<file path="config.mk">
export PLATFORM = sky130hd
export DESIGN_NAME = status_bus_ctrl
export DESIGN_NICKNAME = d
export VERILOG_FILES = /design/src/rtl/bcc_pkg.sv /design/src/rtl/bcc_status_sampler.sv /design/src/rtl/bcc_cycle_fsm.sv /design/src/rtl/bcc_cmd_decode.sv /design/src/rtl/status_bus_ctrl.sv
export SDC_FILE = /design/constraint.sdc
export NUM_CORES = 1
export LEC_CHECK = 0
export BUFFER_PORTS_ARGS = -buffer_cell sky130_fd_sc_hd__buf_4
export CAP_MARGIN = 10
export CORE_MARGIN = 4
export CORE_UTILIZATION = 30
export CTS_BUF_LIST = sky130_fd_sc_hd__clkbuf_4 sky130_fd_sc_hd__clkbuf_8
export DETAILED_ROUTE_END_ITERATION = 10
export SLEW_MARGIN = 20
export SYNTH_ARGS = -nofsm -noshare
export SYNTH_HDL_FRONTEND = slang
export SYNTH_SLANG_ARGS = --single-unit
</file>
<file path="constraint.sdc">
create_clock -name clk_i -period 1.4 [get_ports clk_i]
set_input_delay 0.07 -clock clk_i [delete_from_list [all_inputs] [get_ports clk_i]]
set_output_delay 0.07 -clock clk_i [all_outputs]
set_load 0.03 [all_outputs]
</file>
<file path="src/rtl/bcc_pkg.sv">
package bcc_pkg;

  typedef enum logic [2:0] {
    ST_INTA    = 3'b000,
    ST_IORD    = 3'b001,
    ST_IOWR    = 3'b010,
    ST_HALT    = 3'b011,
    ST_FETCH   = 3'b100,
    ST_MEMRD   = 3'b101,
    ST_MEMWR   = 3'b110,
    ST_PASSIVE = 3'b111
  } stat_e;

  typedef enum logic [2:0] {
    PH_IDLE = 3'd0,
    PH_T1   = 3'd1,
    PH_T2   = 3'd2,
    PH_T3   = 3'd3,
    PH_TW   = 3'd4,
    PH_T4   = 3'd5
  } phase_e;

  typedef struct packed {
    logic ale;
    logic mem_rd;
    logic mem_wr;
    logic io_rd;
    logic io_wr;
    logic inta;
    logic dt_r;
    logic den;
  } cmd_t;

  function automatic logic is_read(stat_e c);
    return (c == ST_INTA) || (c == ST_IORD) || (c == ST_FETCH) || (c == ST_MEMRD);
  endfunction

  function automatic logic is_write(stat_e c);
    return (c == ST_IOWR) || (c == ST_MEMWR);
  endfunction

endpackage

</file>
<file path="src/rtl/bcc_status_sampler.sv">
module bcc_status_sampler
  import bcc_pkg::*;
#(
  parameter int SYNC_DEPTH = 1
) (
  input  logic       clk_i,
  input  logic       rst_ni,
  input  logic [2:0] stat_i,
  input  logic       take_i,
  output logic       start_o,
  output logic       go_o,
  output stat_e      code_o
);

  localparam int LAST = SYNC_DEPTH - 1;

  logic [2:0] chain_q [SYNC_DEPTH];
  logic [2:0] prev_q;
  logic       pend_q;
  stat_e      code_q;
  logic       start;

  for (genvar g = 0; g < SYNC_DEPTH; g++) begin : g_sync
    if (g == 0) begin : g_first
      always_ff @(posedge clk_i or negedge rst_ni) begin
        if (!rst_ni) chain_q[g] <= ST_PASSIVE;
        else         chain_q[g] <= stat_i;
      end
    end else begin : g_next
      always_ff @(posedge clk_i or negedge rst_ni) begin
        if (!rst_ni) chain_q[g] <= ST_PASSIVE;
        else         chain_q[g] <= chain_q[g-1];
      end
    end
  end

  always_ff @(posedge clk_i or negedge rst_ni) begin
    if (!rst_ni) prev_q <= ST_PASSIVE;
    else         prev_q <= chain_q[LAST];
  end

  // leaving passive marks a new cycle
  assign start = (prev_q == ST_PASSIVE) && (chain_q[LAST] != ST_PASSIVE);

  always_ff @(posedge clk_i or negedge rst_ni) begin
    if (!rst_ni) begin
      pend_q <= 1'b0;
      code_q <= ST_PASSIVE;
    end else begin
      pend_q <= (pend_q | start) & ~take_i;
      if (start) code_q <= stat_e'(chain_q[LAST]);
    end
  end

  assign start_o = start;
  assign go_o    = start | pend_q;
  assign code_o  = start ? stat_e'(chain_q[LAST]) : code_q;

endmodule

</file>
<file path="src/rtl/bcc_cycle_fsm.sv">
module bcc_cycle_fsm
  import bcc_pkg::*;
(
  input  logic   clk_i,
  input  logic   rst_ni,
  input  logic   go_i,
  input  stat_e  code_i,
  input  logic   ready_i,
  output logic   take_o,
  output phase_e phase_o,
  output stat_e  code_o
);

  phase_e ph_q, ph_d;
  stat_e  code_q;

  assign take_o = go_i && ((ph_q == PH_IDLE) || (ph_q == PH_T4));

  always_comb begin
    ph_d = ph_q;
    unique case (ph_q)
      PH_IDLE: if (take_o) ph_d = PH_T1;
      PH_T1:   ph_d = PH_T2;
      PH_T2:   ph_d = PH_T3;
      PH_T3:   ph_d = ready_i ? PH_T4 : PH_TW;
      PH_TW:   ph_d = ready_i ? PH_T4 : PH_TW;
      PH_T4:   ph_d = take_o ? PH_T1 : PH_IDLE;
      default: ph_d = PH_IDLE;
    endcase
  end

  always_ff @(posedge clk_i or negedge rst_ni) begin
    if (!rst_ni) begin
      ph_q   <= PH_IDLE;
      code_q <= ST_PASSIVE;
    end else begin
      ph_q <= ph_d;
      if (take_o) code_q <= code_i;
    end
  end

  assign phase_o = ph_q;
  assign code_o  = code_q;

  a_r6_wait_insert: assert property (@(posedge clk_i) disable iff (!rst_ni)
    ((ph_q == PH_T3) || (ph_q == PH_TW)) && !ready_i |=> ph_q == PH_TW);

  a_r6_wait_release: assert property (@(posedge clk_i) disable iff (!rst_ni)
    ((ph_q == PH_T3) || (ph_q == PH_TW)) && ready_i |=> ph_q == PH_T4);

  a_r11_back_to_back: assert property (@(posedge clk_i) disable iff (!rst_ni)
    (ph_q == PH_T4) && go_i |=> ph_q == PH_T1);

endmodule

</file>
<file path="src/rtl/bcc_cmd_decode.sv">
module bcc_cmd_decode
  import bcc_pkg::*;
(
  input  logic   clk_i,
  input  logic   rst_ni,
  input  phase_e phase_i,
  input  stat_e  code_i,
  input  logic   start_i,
  output cmd_t   cmd_o,
  output logic   halt_o
);

  logic rd, wr, rd_win, wr_win, strobe, data_ph, halt_q;

  assign rd      = is_read(code_i);
  assign wr      = is_write(code_i);
  assign rd_win  = (phase_i == PH_T2) || (phase_i == PH_T3) || (phase_i == PH_TW);
  assign wr_win  = (phase_i == PH_T3) || (phase_i == PH_TW);
  assign data_ph = wr_win || (phase_i == PH_T4);
  assign strobe  = (rd && rd_win) || (wr && wr_win);

  always_comb begin
    cmd_o        = '0;
    cmd_o.ale    = (phase_i == PH_T1);
    cmd_o.mem_rd = strobe && ((code_i == ST_FETCH) || (code_i == ST_MEMRD));
    cmd_o.mem_wr = strobe && (code_i == ST_MEMWR);
    cmd_o.io_rd  = strobe && (code_i == ST_IORD);
    cmd_o.io_wr  = strobe && (code_i == ST_IOWR);
    cmd_o.inta   = strobe && (code_i == ST_INTA);
    cmd_o.dt_r   = !(rd && (phase_i != PH_IDLE));
    cmd_o.den    = data_ph && (code_i != ST_HALT);
  end

  always_ff @(posedge clk_i or negedge rst_ni) begin
    if (!rst_ni)                                          halt_q <= 1'b0;
    else if (start_i)                                     halt_q <= 1'b0;
    else if ((phase_i == PH_T1) && (code_i == ST_HALT))   halt_q <= 1'b1;
  end

  assign halt_o = halt_q;

  a_r10_one_strobe: assert property (@(posedge clk_i) disable iff (!rst_ni)
    $onehot0({cmd_o.mem_rd, cmd_o.mem_wr, cmd_o.io_rd, cmd_o.io_wr, cmd_o.inta}));

  a_r9_halt_quiet: assert property (@(posedge clk_i) disable iff (!rst_ni)
    halt_o && (phase_i != PH_T1) |->
      !(cmd_o.mem_rd || cmd_o.mem_wr || cmd_o.io_rd || cmd_o.io_wr || cmd_o.inta || cmd_o.den));

  a_r2_ale_pulse: assert property (@(posedge clk_i) disable iff (!rst_ni)
    cmd_o.ale |=> !cmd_o.ale);

  a_r8_den_after_ale: assert property (@(posedge clk_i) disable iff (!rst_ni)
    cmd_o.ale |-> !cmd_o.den);

endmodule

</file>
<file path="src/rtl/status_bus_ctrl.sv">
module status_bus_ctrl
  import bcc_pkg::*;
#(
  parameter int SYNC_DEPTH = 1
) (
  input  logic       clk_i,
  input  logic       rst_ni,
  input  logic [2:0] stat_i,
  input  logic       ready_i,
  output logic       ale_o,
  output logic       mem_rd_o,
  output logic       mem_wr_o,
  output logic       io_rd_o,
  output logic       io_wr_o,
  output logic       inta_o,
  output logic       dt_r_o,
  output logic       den_o,
  output logic       halt_o
);

  logic   start, go, take;
  stat_e  new_code, cur_code;
  phase_e phase;
  cmd_t   cmd;

  bcc_status_sampler #(.SYNC_DEPTH(SYNC_DEPTH)) u_samp (
    .clk_i   (clk_i),
    .rst_ni  (rst_ni),
    .stat_i  (stat_i),
    .take_i  (take),
    .start_o (start),
    .go_o    (go),
    .code_o  (new_code)
  );

  bcc_cycle_fsm u_fsm (
    .clk_i   (clk_i),
    .rst_ni  (rst_ni),
    .go_i    (go),
    .code_i  (new_code),
    .ready_i (ready_i),
    .take_o  (take),
    .phase_o (phase),
    .code_o  (cur_code)
  );

  bcc_cmd_decode u_dec (
    .clk_i   (clk_i),
    .rst_ni  (rst_ni),
    .phase_i (phase),
    .code_i  (cur_code),
    .start_i (start),
    .cmd_o   (cmd),
    .halt_o  (halt_o)
  );

  assign ale_o    = cmd.ale;
  assign mem_rd_o = cmd.mem_rd;
  assign mem_wr_o = cmd.mem_wr;
  assign io_rd_o  = cmd.io_rd;
  assign io_wr_o  = cmd.io_wr;
  assign inta_o   = cmd.inta;
  assign dt_r_o   = cmd.dt_r;
  assign den_o    = cmd.den;

endmodule

</file>
# Word-level counts from Yosys, hierarchy flattened
# Cells that the tools add are included.
[totals]
reg_bits = 17
in_bits = 6
out_inout_bits = 9
elab_cells = 61
[op_classes]
eq_ne = 15
n_mux = 7
bitwise = 3
n_reduce_logical = 29
[ops]
columns = ["cell", "count"]
rows = [
  ["== test 3 bit, second input constant", 6],
  ["case mux 3 bit (5 select lines)", 1],
  ["== test 3 x 2 -> 1 bit, second input constant", 4],
  ["logical AND 1 bit", 12],
  ["logical OR 1 bit", 11],
  ["== test 3 x 1 -> 1 bit, second input constant", 2],
  ["zero test 3 bit", 2],
  ["two-way mux 3 bit", 2],
  ["two-way mux 1 bit", 4],
  ["inequality test 3 x 2 -> 1 bit, second input constant", 1],
  ["inequality test 3 bit, second input constant", 1],
  ["nonzero test 3 bit", 1],
  ["inequality test 2 x 1 -> 1 bit, second input constant", 1],
  ["nonzero test 2 bit", 1],
  ["OR reduction 2 bit", 1],
  ["bitwise AND 1 bit", 1],
  ["zero test 1 bit", 1],
  ["inverter 1 bit", 1],
  ["OR 1 bit", 1],
]

# Depth between registers and ports, before layout
# Gate-level depths: netlist (run 1).
[depth]
depth_word = 7
ltp_mapped = 4
ltp_nobuf = 3

# Cells and area by module
# From an unflattened synthesis (run 1), not the netlist that was laid out.
[hier_totals]
hier_cells = 70
area_unflattened_um2 = 883.3
[by_module_without_submodules]
columns = ["mod", "n_inst", "cells_each", "area_each_um2", "seq_area_each_um2"]
rows = [
  ["bcc_status_sampler", 1, 26, 389.1, 261.5],
  ["bcc_cycle_fsm", 1, 23, 289.0, 153.9],
  ["bcc_cmd_decode", 1, 21, 205.2, 25.0],
]

# Worst setup path after synthesis (run 1)
# Ideal clock, no wire load.
[synth_timing]
path_type = "reg2out"
start = "register u_fsm.ph_q[1] (netlist: u_fsm.phase_o[1])"
end = "output inta_o"
arrival_time_ps = 1862
path_slack_ps = -532
path_stages_with_launch = 5
cell_sequence = "dfrtp_1 > buf_6 > nor2_4 > nand2_4 > a2111oi_1"
[synth_via]
elab_chain_len = 6
elab_cells_between_ends = 10
[synth_lines]
columns = ["item", "line", "text"]
rows = [
  ["start: declaration", "bcc_cycle_fsm.sv:14", "phase_e ph_q, ph_d;"],
  ["start signal: assignment", "bcc_cycle_fsm.sv:37", "ph_q <= ph_d;"],
  ["== test 3 x 2 -> 1 bit, on equally long branches", "bcc_cmd_decode.sv:17, bcc_cmd_decode.sv:18", ""],
  ["logical OR 1 bit (2 in a row)", "bcc_cmd_decode.sv:17", "assign rd_win = (phase_i == PH_T2) || (phase_i == PH_T3) || (phase_i == PH_TW);"],
  ["logical AND 1 bit", "bcc_cmd_decode.sv:20", "assign strobe = (rd && rd_win) || (wr && wr_win);"],
  ["logical OR 1 bit (*)", "bcc_cmd_decode.sv:20", ""],
  ["logical AND 1 bit (*)", "bcc_cmd_decode.sv:29", "cmd_o.inta = strobe && (code_i == ST_INTA);"],
  ["end: declaration", "status_bus_ctrl.sv:15", "output logic inta_o,"],
]
# Mark *: on every way between the ends. The rest lies on a longest branch, timed or not.

# Worst setup path after layout (run 1)
# Ends and elaborated chain as after synthesis.

==> results.cfg, run 1 <==
[status]
status = complete, but fails checks
violations = negative setup slack

[timing]
tns_ns = -1.04
hold_ws_ns = 0.136
clock_skew_ns = 0.00734
fin_crit_sh_pct = 113
fin_ws_ns = -0.188
finalCriticalPeriod_ns = 1.59
slew_viol_final = 0
worstMarginPinSlew_ns = 0.250
rsz0062_at_grt = true
hold_viol = 0
max_slew_margin_pct = 83.4
fmax_ghz = 0.630
setup_viol = 8

[pwr]
clock_power_share_pct = 10.8
comb_power_share_pct = 58.5
seq_power_share_pct = 30.8
vdd_ir_drop_max_uv = 1240
switching_share_pct = 41.5
power.leakage_nw = 0.599
p_int_mw = 1.54
p_switching_mw = 1.09
power_mw = 2.63
power_density_nw_per_um2 = 1930

[drt]
dr.pass1.iters = 4
vias = 752
drtIter0Drc = 25
drcViolationCount = 0
vias_per_cell = 5.12
wirelength_um = 2090
ant_nets = 0
wire_per_inst_um = 14.2

[finish]
drive_above_1_share_pct = 61.2
nFillCells = 259
final_area_um2 = 1360
fin_util_pct = 48.9
stdcell_count = 147
syn_to_final_growth_pct = 53.3
fin_nets = 123
antenna_cells = 0

[grt]
grt_pass1_wl_um = 3760
grt_max_degree = 18
grt_overflow = 0
grt_pass1_vias = 790
antenna_found_initial = 0
grt_usage_pct = 11.9

[critical_path]
cp_max_fo = 5
critPathKind = reg2out
rr_worst_depth = 5
r2r_setup_slack_ns = 0.09
timing.rr.end = u_fsm.phase_o[0]$_DFFE_PN0P_
worstPathArrival_ns = 1.52
critPathCaptureType = output pin
timing.rr.start = u_fsm.phase_o[1]$_DFFE_PN0P_
required_ns = 1.33
crit_path_start_kind = flop

[yosys]
syn-mean-instance-area_um2 = 11.7
syn_inst = 76
yosys_warnings = 0
synthFlopType = dfstp_2
synth_area_um2 = 887
synth_edf_count = 0
synth_fp_nets = 82
synth_cell_types = 32
async_reset_ff_share_pct = 100
yosysSeqAreaShare_pct = 49.6
synth-seq-cells = 17

[clocking]
cts_root_buf = clkbuf_4
numCtsBuffers = 3
htreeDepth = 1
clk_pin_slew_ns = 0.09
cts_buffer_depth = 2
cts_tree = built
clkSinkCount = 17
worst_skew_pair.late_latency_ns = 0.29

[floorplanning]
core_um2 = 2780
rows = 19
dieHeight_um = 62.4
io_pins = 15
die_area_um2 = 3890
die_width_um = 62.4
start_util_pct = 31.9

[placed_design]
dp.cells = 128
dp_hpwl_um = 1460
placed_cell_area_um2 = 1090
portBuffers = 14
gp_congestion = 0.781
place_ws_ns = 0.0529

[worst_hold_path]
worstHoldPathType = in2reg
hold_end = u_fsm.phase_o[0]$_DFFE_PN0P_
hold-path-cell-count = 3
hp-start = ready_i

[run]
maxCapViolCount = 0
==> area by class of cell <==
class,instances,area [um^2],area share (%)
clock buffers,4,30.0,2.21
inverters,5,21.3,1.56
multi-input cells,50,498,36.6
flip-flops and latches,17,443,32.6
well taps,31,38.8,2.85
repair buffers,40,329,24.2
==> how the worst max path moves through the flow <==
stage / start / to / slack, ns
3_3_place_gp: u_fsm.phase_o[2]$_DFFE_PN0P_ / io_rd_o / 0.1
5_1_grt: u_fsm.phase_o[1]$_DFFE_PN0P_ / inta_o / -0.27
4_1_cts: u_fsm.phase_o[0]$_DFFE_PN0P_ / inta_o / -0.18
2_1_floorplan: u_fsm.phase_o[2]$_DFFE_PN0P_ / io_wr_o / -0.15
6_report: u_fsm.phase_o[1]$_DFFE_PN0P_ / inta_o / -0.19
3_5_place_dp: u_samp.chain_q[2]$_DFF_PN1_ / u_fsm.code_o[2]$_DFFE_PN1P_ / 0.05
==> sequential cells by signal (all words and copies together) (netlist names) <==
| register | flops |
|---|---|
| u_samp.chain_q | 3 |
| u_samp.prev_q | 3 |
| u_samp.pend_q | 1 |
| u_fsm.code_o | 3 |
| u_samp.code_q | 3 |
| u_dec.halt_o | 1 |
| u_fsm.phase_o | 3 |
==> logic make-up (layout without fill, tap and decap cells) <==
kind of cell,after synthesis,count (layout),synth area share [%]
flops,17,17,49.6
buf+inv,9,49,6.49
xor+xnor,3,3,3.81
simple gates,16,16,12.8
compound gates,31,31,27.2
==> worst max-delay path: stages (launching register included) <==
cell and delay (ns):
dfrtp_2 0.46, buf_6 0.13, nand2b_4 0.08, a2111oi_4 0.35
buf_4 0.21
==> repair_timing <==
| item | CTS | global route |
|---|---|---|
| endpoints found under the hold margin | 20 | 0 |
| setup endpoints to repair | 8 | 12 |
| hold buffers | 4 | 0 |
| buffers inserted | 10 | 1 |
| resized for setup | 18 | 4 |
| pin swaps | 3 | 0 |
==> cells in the final DEF, fill, tap and decap left out, types with 2 or more instances in the layout <==
master / synthesis / final
o22a_1: 3 / 3
a21oi_2: 0 / 2
nand2_1: 2 / 2
a211o_1: 3 / 3
buf_6: 3 / 5
o211ai_1: 6 / 6
dfrtp_2: 0 / 2
a2111oi_4: 0 / 4
dfrtp_1: 5 / 3
dfstp_2: 12 / 12
buf_4: 0 / 31
a21oi_1: 5 / 3
clkbuf_4: 0 / 4
nor2_1: 3 / 3
a22oi_1: 3 / 3
o21ai_0: 3 / 2
inv_1: 5 / 3
dlygate4sd3_1: 0 / 4
==> synth_stat cells, types with 2 or more instances <==
cell        n  area, um^2
a22oi_1     3        22.5
a211o_1     3        26.3
nor2_1      3        11.3
dfrtp_1     5         125
inv_1       5        18.8
dfstp_2    12         315
o211ai_1    6        45.0
o21ai_0     3        15.0
a21oi_1     5        25.0
a2111oi_1   2        20.0
nand3_1     2        10.0
buf_6       3        33.8
o22a_1      3        26.3
nand2_1     2        7.51
a2111oi_2   2        30.0
==> metal layers <==
| layer | vias to the layer above | GRT usage (%) | part of all wire, % |
|---|---|---|---|
| met5 | - | 0 | 0 |
| met4 | 0 | 4.77 | 1.9 |
| met3 | 5 | 2.70 | 4.8 |
| met2 | 19 | 18.9 | 48 |
| met1 | 359 | 15.4 | 45 |
| li1 | 369 | - | - |
==> power by group through the flow <==
stage          combinational (mW)  sequential [mW]  clock, mW
3_5_place_dp                 1.11            0.825          0
6_report                     1.54            0.808      0.283
3_3_place_gp                 1.10            0.819          0
5_1_grt                      1.67            0.829      0.324
4_1_cts                      1.47            0.807      0.292
2_1_floorplan               0.858            0.777          0
No activity file was read; power rests on OpenSTA's default activity.
==> inputs of run 2 (changes only) <==
Settings changed: ABC_AREA from default to 1.
==> run 2 against run 1 <==
The flow still finishes with violations (negative setup slack). Highest routed layer unchanged. Synthesized area is 13% lower. Synthesized cell count grew 9.2%. Maximum frequency increased by 6.7%. Power decreased by 15%. Wire length is 30% lower.
==> results.cfg, run 2 <==
[pwr]
vdd_ir_drop_max_uv = 1080
power_density_nw_per_um2 = 2110
power.leakage_nw = 0.505
power_mw = 2.23

[timing]
worstMarginPinSlew_ns = 0.222
finalCriticalPeriod_ns = 1.49
max_slew_margin_pct = 85.2
tns_ns = -0.295
fin_crit_sh_pct = 106
fmax_ghz = 0.672
slew_viol_final = 0
clock_skew_ns = 0.00651
setup_viol = 5
fin_ws_ns = -0.0889
hold_ws_ns = 0.0474
hold_viol = 0
rsz0062_at_grt = true

[yosys]
synth_edf_count = 0
synthTopCellsByCount = 22 x nand2_1, 12 x dfstp_2, 9 x nand2_2
yosysTopAreaCell = dfstp_2
syn-mean-instance-area_um2 = 9.29
yosysSeqAreaShare_pct = 57.1
synth_fp_nets = 89
synth-seq-cells = 17
synth_area_um2 = 771
syn_inst = 83
yosys_warnings = 0
synth.area.top_cells = dfstp_2 41%, dfrtp_1 16%, nand2_1 11%
async_reset_ff_share_pct = 100
synthFlopType = dfstp_2
synth_cell_types = 16
synth_top_area_share_pct = 40.9
synth.most_common_cell = nand2_1

[placed_design]
dp.cells = 127
place_ws_ns = 0.160
gp_congestion = 0.738
portBuffers = 14
dp_hpwl_um = 1010

[drt]
ant_nets = 0
wirelength_um = 1460
drcViolationCount = 0
wire_per_inst_um = 10.4
vias_per_cell = 4.24
drtIter0Drc = 3
dr.pass1.iters = 3
vias = 593

[finish]
final_cell_mix = 21 x nand2_1, 16 x buf_4, 12 x dfstp_2
fin_nets = 117
syn_to_final_growth_pct = 37.5
layout_commonest_cell = nand2_1
antenna_cells = 0
drive_above_1_share_pct = 56.4
stdcell_count = 140

[worst_hold_path]
hold-path-cell-count = 3
worstHoldPathType = in2reg

[clocking]
cts_buffer_depth = 2
clkSinkCount = 17
htreeDepth = 1
numCtsBuffers = 3
clk_pin_slew_ns = 0.10
cts_root_buf = clkbuf_4
worst_skew_pair.late_latency_ns = 0.29
cts_tree = built

[critical_path]
critPathCaptureType = output pin
max_stage_delay_ns = 0.47
cp_max_fo = 5
critPathKind = reg2out
worstPathArrival_ns = 1.42
r2r_setup_slack_ns = 0.10
crit_chain = inv_2 -> nand3_1 -> nand2_4 -> o21ai_4 -> nor3_2 -> buf_4
rr_worst_depth = 9
crit_path_start_kind = flop
required_ns = 1.33
critPathSlowestCell = dfrtp_2

[grt]
grt_max_degree = 18
antenna_found_initial = 0
grt_usage_pct = 8.84
grt_pass1_wl_um = 2370
grt_overflow = 0
grt_pass1_vias = 540

[status]
violations = negative setup slack
status = complete, but fails checks

[floorplanning]
dieHeight_um = 58.7
rows = 18
core_um2 = 2450
die_width_um = 58.7
start_util_pct = 31.4
die_area_um2 = 3440
io_pins = 15

[run]
maxCapViolCount = 0
## run 2: cell count changes after synthesis, moves of 4 or more
cell / previous run / this run
a21oi_1: 5 / 1
o211ai_1: 6 / 0
nand2_2: 0 / 9
nor2_1: 3 / 7
nand2_1: 2 / 22
inv_2: 0 / 4
## run 2: repair_timing
item | CTS | global route
hold buffers | 4 | 0
pin swaps | 0 | 1
hold endpoints to repair | 20 | 0
endpoints found under the setup margin | 6 | 8
gates resized for setup | 6 | 5
buffers inserted | 2 | 3
## run 2: final cells by class
cell class | instances | area, um^2
fill | 255 | 1400
sequential | 17 | 444
multi-input combinational | 55 | 313
timing repair buffer | 23 | 194
inverter | 11 | 41.3
tap | 30 | 37.5
clock buffer | 3 | 22.5
clock inverter | 1 | 7.51
## run 2: where the power goes
part / switching (mW) / internal, mW
Sequential: 0.130 / 0.665
Combinational: 0.682 / 0.489
Clock: 0.159 / 0.108
## run 2: final timing paths
kind / from / end
worst max-delay path: u_fsm.phase_o[2]$_DFFE_PN0P_ / io_rd_o
worst min-delay path: ready_i / u_fsm.phase_o[0]$_DFFE_PN0P_
worst max register to register: u_fsm.phase_o[0]$_DFFE_PN0P_ / u_fsm.code_o[0]$_DFFE_PN1P_
worst min register to register: u_samp.chain_q[2]$_DFF_PN1_ / u_samp.prev_q[2]$_DFF_PN1_
max in group asynchronous: rst_ni / u_fsm.code_o[1]$_DFFE_PN1P_
min in group asynchronous: rst_ni / u_dec.halt_o$_DFFE_PN0P_
## run 2: routing by layer
layer / part of all wire (%) / track usage, % / up-vias
li1: - / - / 308
met1: 46 / 11.1 / 276
met2: 49 / 14.4 / 5
met3: 2.3 / 2.41 / 4
met4: 1.6 / 3.56 / 0
met5: 0 / 0 / -
## run 2: worst max-delay path, delay by kind of cell (launching register included)
kind / cells / cell delay [ns]
flops: 1 / 0.47
compound gates: 1 / 0.07
buf+inv: 2 / 0.25
simple gates: 3 / 0.34
## run 2: through the flow
stage          util, %  instance area, um^2
3_3_place_gp      37.2                  913
4_1_cts           41.6                 1020
5_1_grt           43.2                 1060
6_report          43.2                 1060
2_1_floorplan        -                  771
3_5_place_dp      37.2                  913
## run 2: kinds of logic (layout without fill, tap and decap cells)
group / count (synthesis) / after routing / synth area share, %
DFF: 17 / 17 / 57.1
and+or+nand+nor: 50 / 50 / 31.8
AOI/OAI and AO/OA: 5 / 5 / 5.68
buffers and inverters: 11 / 38 / 5.36
==> inputs of run 3 (changes only) <==
Settings changed: BUFFER_PORTS_ARGS -buffer_cell sky130_fd_sc_hd__buf_4 to default, DONT_BUFFER_PORTS from default to 1, RECOVER_POWER from default to 100.
==> run 3 against run 2 <==
The run still ends with negative setup slack left. Sequential power increased by 3.1%. Via count decreased by 1.2%. Sequential cell count unchanged. Global-route usage increased by 0.14 points. Non-clock buffer count decreased by 10. Clock skew decreased by 0.0020 ns. Utilization decreased by 2.7 points. First-iteration DRC count increased to 3.0 times the previous value. Power decreased by 5.8%. Largest power group unchanged.
==> results.cfg, run 3 (synthesis results as in run 2) <==
[timing]
rsz0062_at_grt = true
worstMarginPinSlew_ns = 0.749
hold_viol = 0
setup_viol = 6
max_slew_margin_pct = 49.9
finalCriticalPeriod_ns = 1.52
clock_skew_ns = 0.00451
slew_viol_final = 0
fin_crit_sh_pct = 109
hold_ws_ns = 0.287
fmax_ghz = 0.656
fin_ws_ns = -0.124

[critical_path]
critPathCaptureType = output pin
cp_max_fo = 5
critPathKind = reg2out
crit_path_start_kind = flop
timing.rr.start = u_fsm.phase_o[0]$_DFFE_PN0P_
crit_start = u_fsm.phase_o[0]$_DFFE_PN0P_
worstPathArrival_ns = 1.45
required_ns = 1.33

[clocking]
clk_pin_slew_ns = 0.10
worst_skew_pair.late_latency_ns = 0.28
cts_tree = built
numCtsBuffers = 3
htreeDepth = 1
clkSinkCount = 17
cts_root_buf = clkbuf_4
cts_buffer_depth = 2

[worst_hold_path]
worstHoldPathType = in2async

[grt]
antenna_found_initial = 0
grt_pass1_vias = 552
grt_max_degree = 18
grt_overflow = 0
grt_pass1_wl_um = 2380
grt_usage_pct = 8.97

[pwr]
power.leakage_nw = 0.470
vdd_ir_drop_max_uv = 1310
power_density_nw_per_um2 = 2120
power_mw = 2.10

[placed_design]
dp_hpwl_um = 985
portBuffers = 0
place_ws_ns = 0.153
gp_congestion = 0.846
dp.cells = 117

[status]
violations = negative setup slack
status = complete, but fails checks

[drt]
drcViolationCount = 0
dr.pass1.iters = 2
ant_nets = 0
vias_per_cell = 4.51
drtIter0Drc = 9
wire_per_inst_um = 11.0
wirelength_um = 1430
vias = 586

[finish]
register_area_um2 = 443
multiInputGateArea_um2 = 329
stdcell_count = 130
layout_commonest_cell = nand2_1
drive_above_1_share_pct = 48.0
antenna_cells = 0
final_cell_mix = 21 x nand2_1, 9 x dfstp_2, 7 x nor2_1, 7 x nand2_2, 7 x buf_4
syn_to_final_growth_pct = 29.1
fin_util_pct = 40.5
fin_nets = 107
nFillCells = 237

[floorplanning]
rows = 18
die_area_um2 = 3440
dieHeight_um = 58.7
core_um2 = 2450
start_util_pct = 31.4
die_width_um = 58.7
io_pins = 15

[run]
maxCapViolCount = 0
-- run 3: cell types whose count changed in the layout (fill, tap and decap cells not counted), moves of 2 or more --
cell	change
nand2_4	+2
dfstp_2	-3
buf_6	-2
buf_4	-9
dfstp_1	+3
nand2_2	-2
-- run 3: critical path, stage by stage (launching register included) --
cell,delay (ns)
dfrtp_2,0.46
nor2_1,0.12
nand2_1,0.10
nand2_4,0.12
nand2_4,0.07
nor3_4,0.16
buf_6,0.15
-- run 3: area by class of cell --
cell class	instances	area share [%]
clock buffer	4	3.02
inverter	11	4.15
multi-input combinational	55	33.1
tap	30	3.77
timing repair buffer	13	11.4
sequential	17	44.5
-- run 3: routing by layer --
layer / track usage, % / up-vias / share of wire (%)
met5: 0 / - / 0
met4: 4.85 / 0 / 3.4
met3: 2.63 / 6 / 3.8
met2: 14.4 / 9 / 51
met1: 10.8 / 280 / 42
li1: - / 291 / -
-- run 3: final timing paths --
check | end | slack (ns) | cells after the start
setup / recovery | mem_wr_o | -0.12 | 6
hold / removal | u_samp.pend_q$_DFF_PN0_ | 0.29 | 1
setup reg to reg | u_fsm.code_o[2]$_DFFE_PN1P_ | 0.11 | 8
hold reg to reg | u_samp.prev_q[0]$_DFF_PN1_ | 0.39 | 0
max in group asynchronous | u_fsm.phase_o[0]$_DFFE_PN0P_ | 0.60 | 1
min in group clk_i | u_samp.chain_q[0]$_DFF_PN1_ | 0.33 | 1
-- run 3: stage by stage --
stage               cell area, um^2  setup TNS, ns
floorplan                       771              0
global placement                838              0
detailed placement              838              0
CTS                             957         -0.339
global route                    995         -0.988
finish                          995         -0.522
-- run 3: timing repair --
item	CTS	global route
endpoints found under the hold margin	21	0
hold buffers	5	0
buffers inserted	3	1
setup endpoints to repair	6	7
gates resized for setup	6	6
pin swaps	1	3
-- run 3: where the power goes --
| group | leakage, nW | switching, mW | internal, mW | total [mW] |
|---|---|---|---|---|
| logic | 0.266 | 0.660 | 0.350 | 1.01 |
| registers | 0.186 | 0.160 | 0.660 | 0.820 |
| clock network | 0.0184 | 0.145 | 0.130 | 0.275 |
| total | 0.470 | 0.964 | 1.14 | 2.10 |
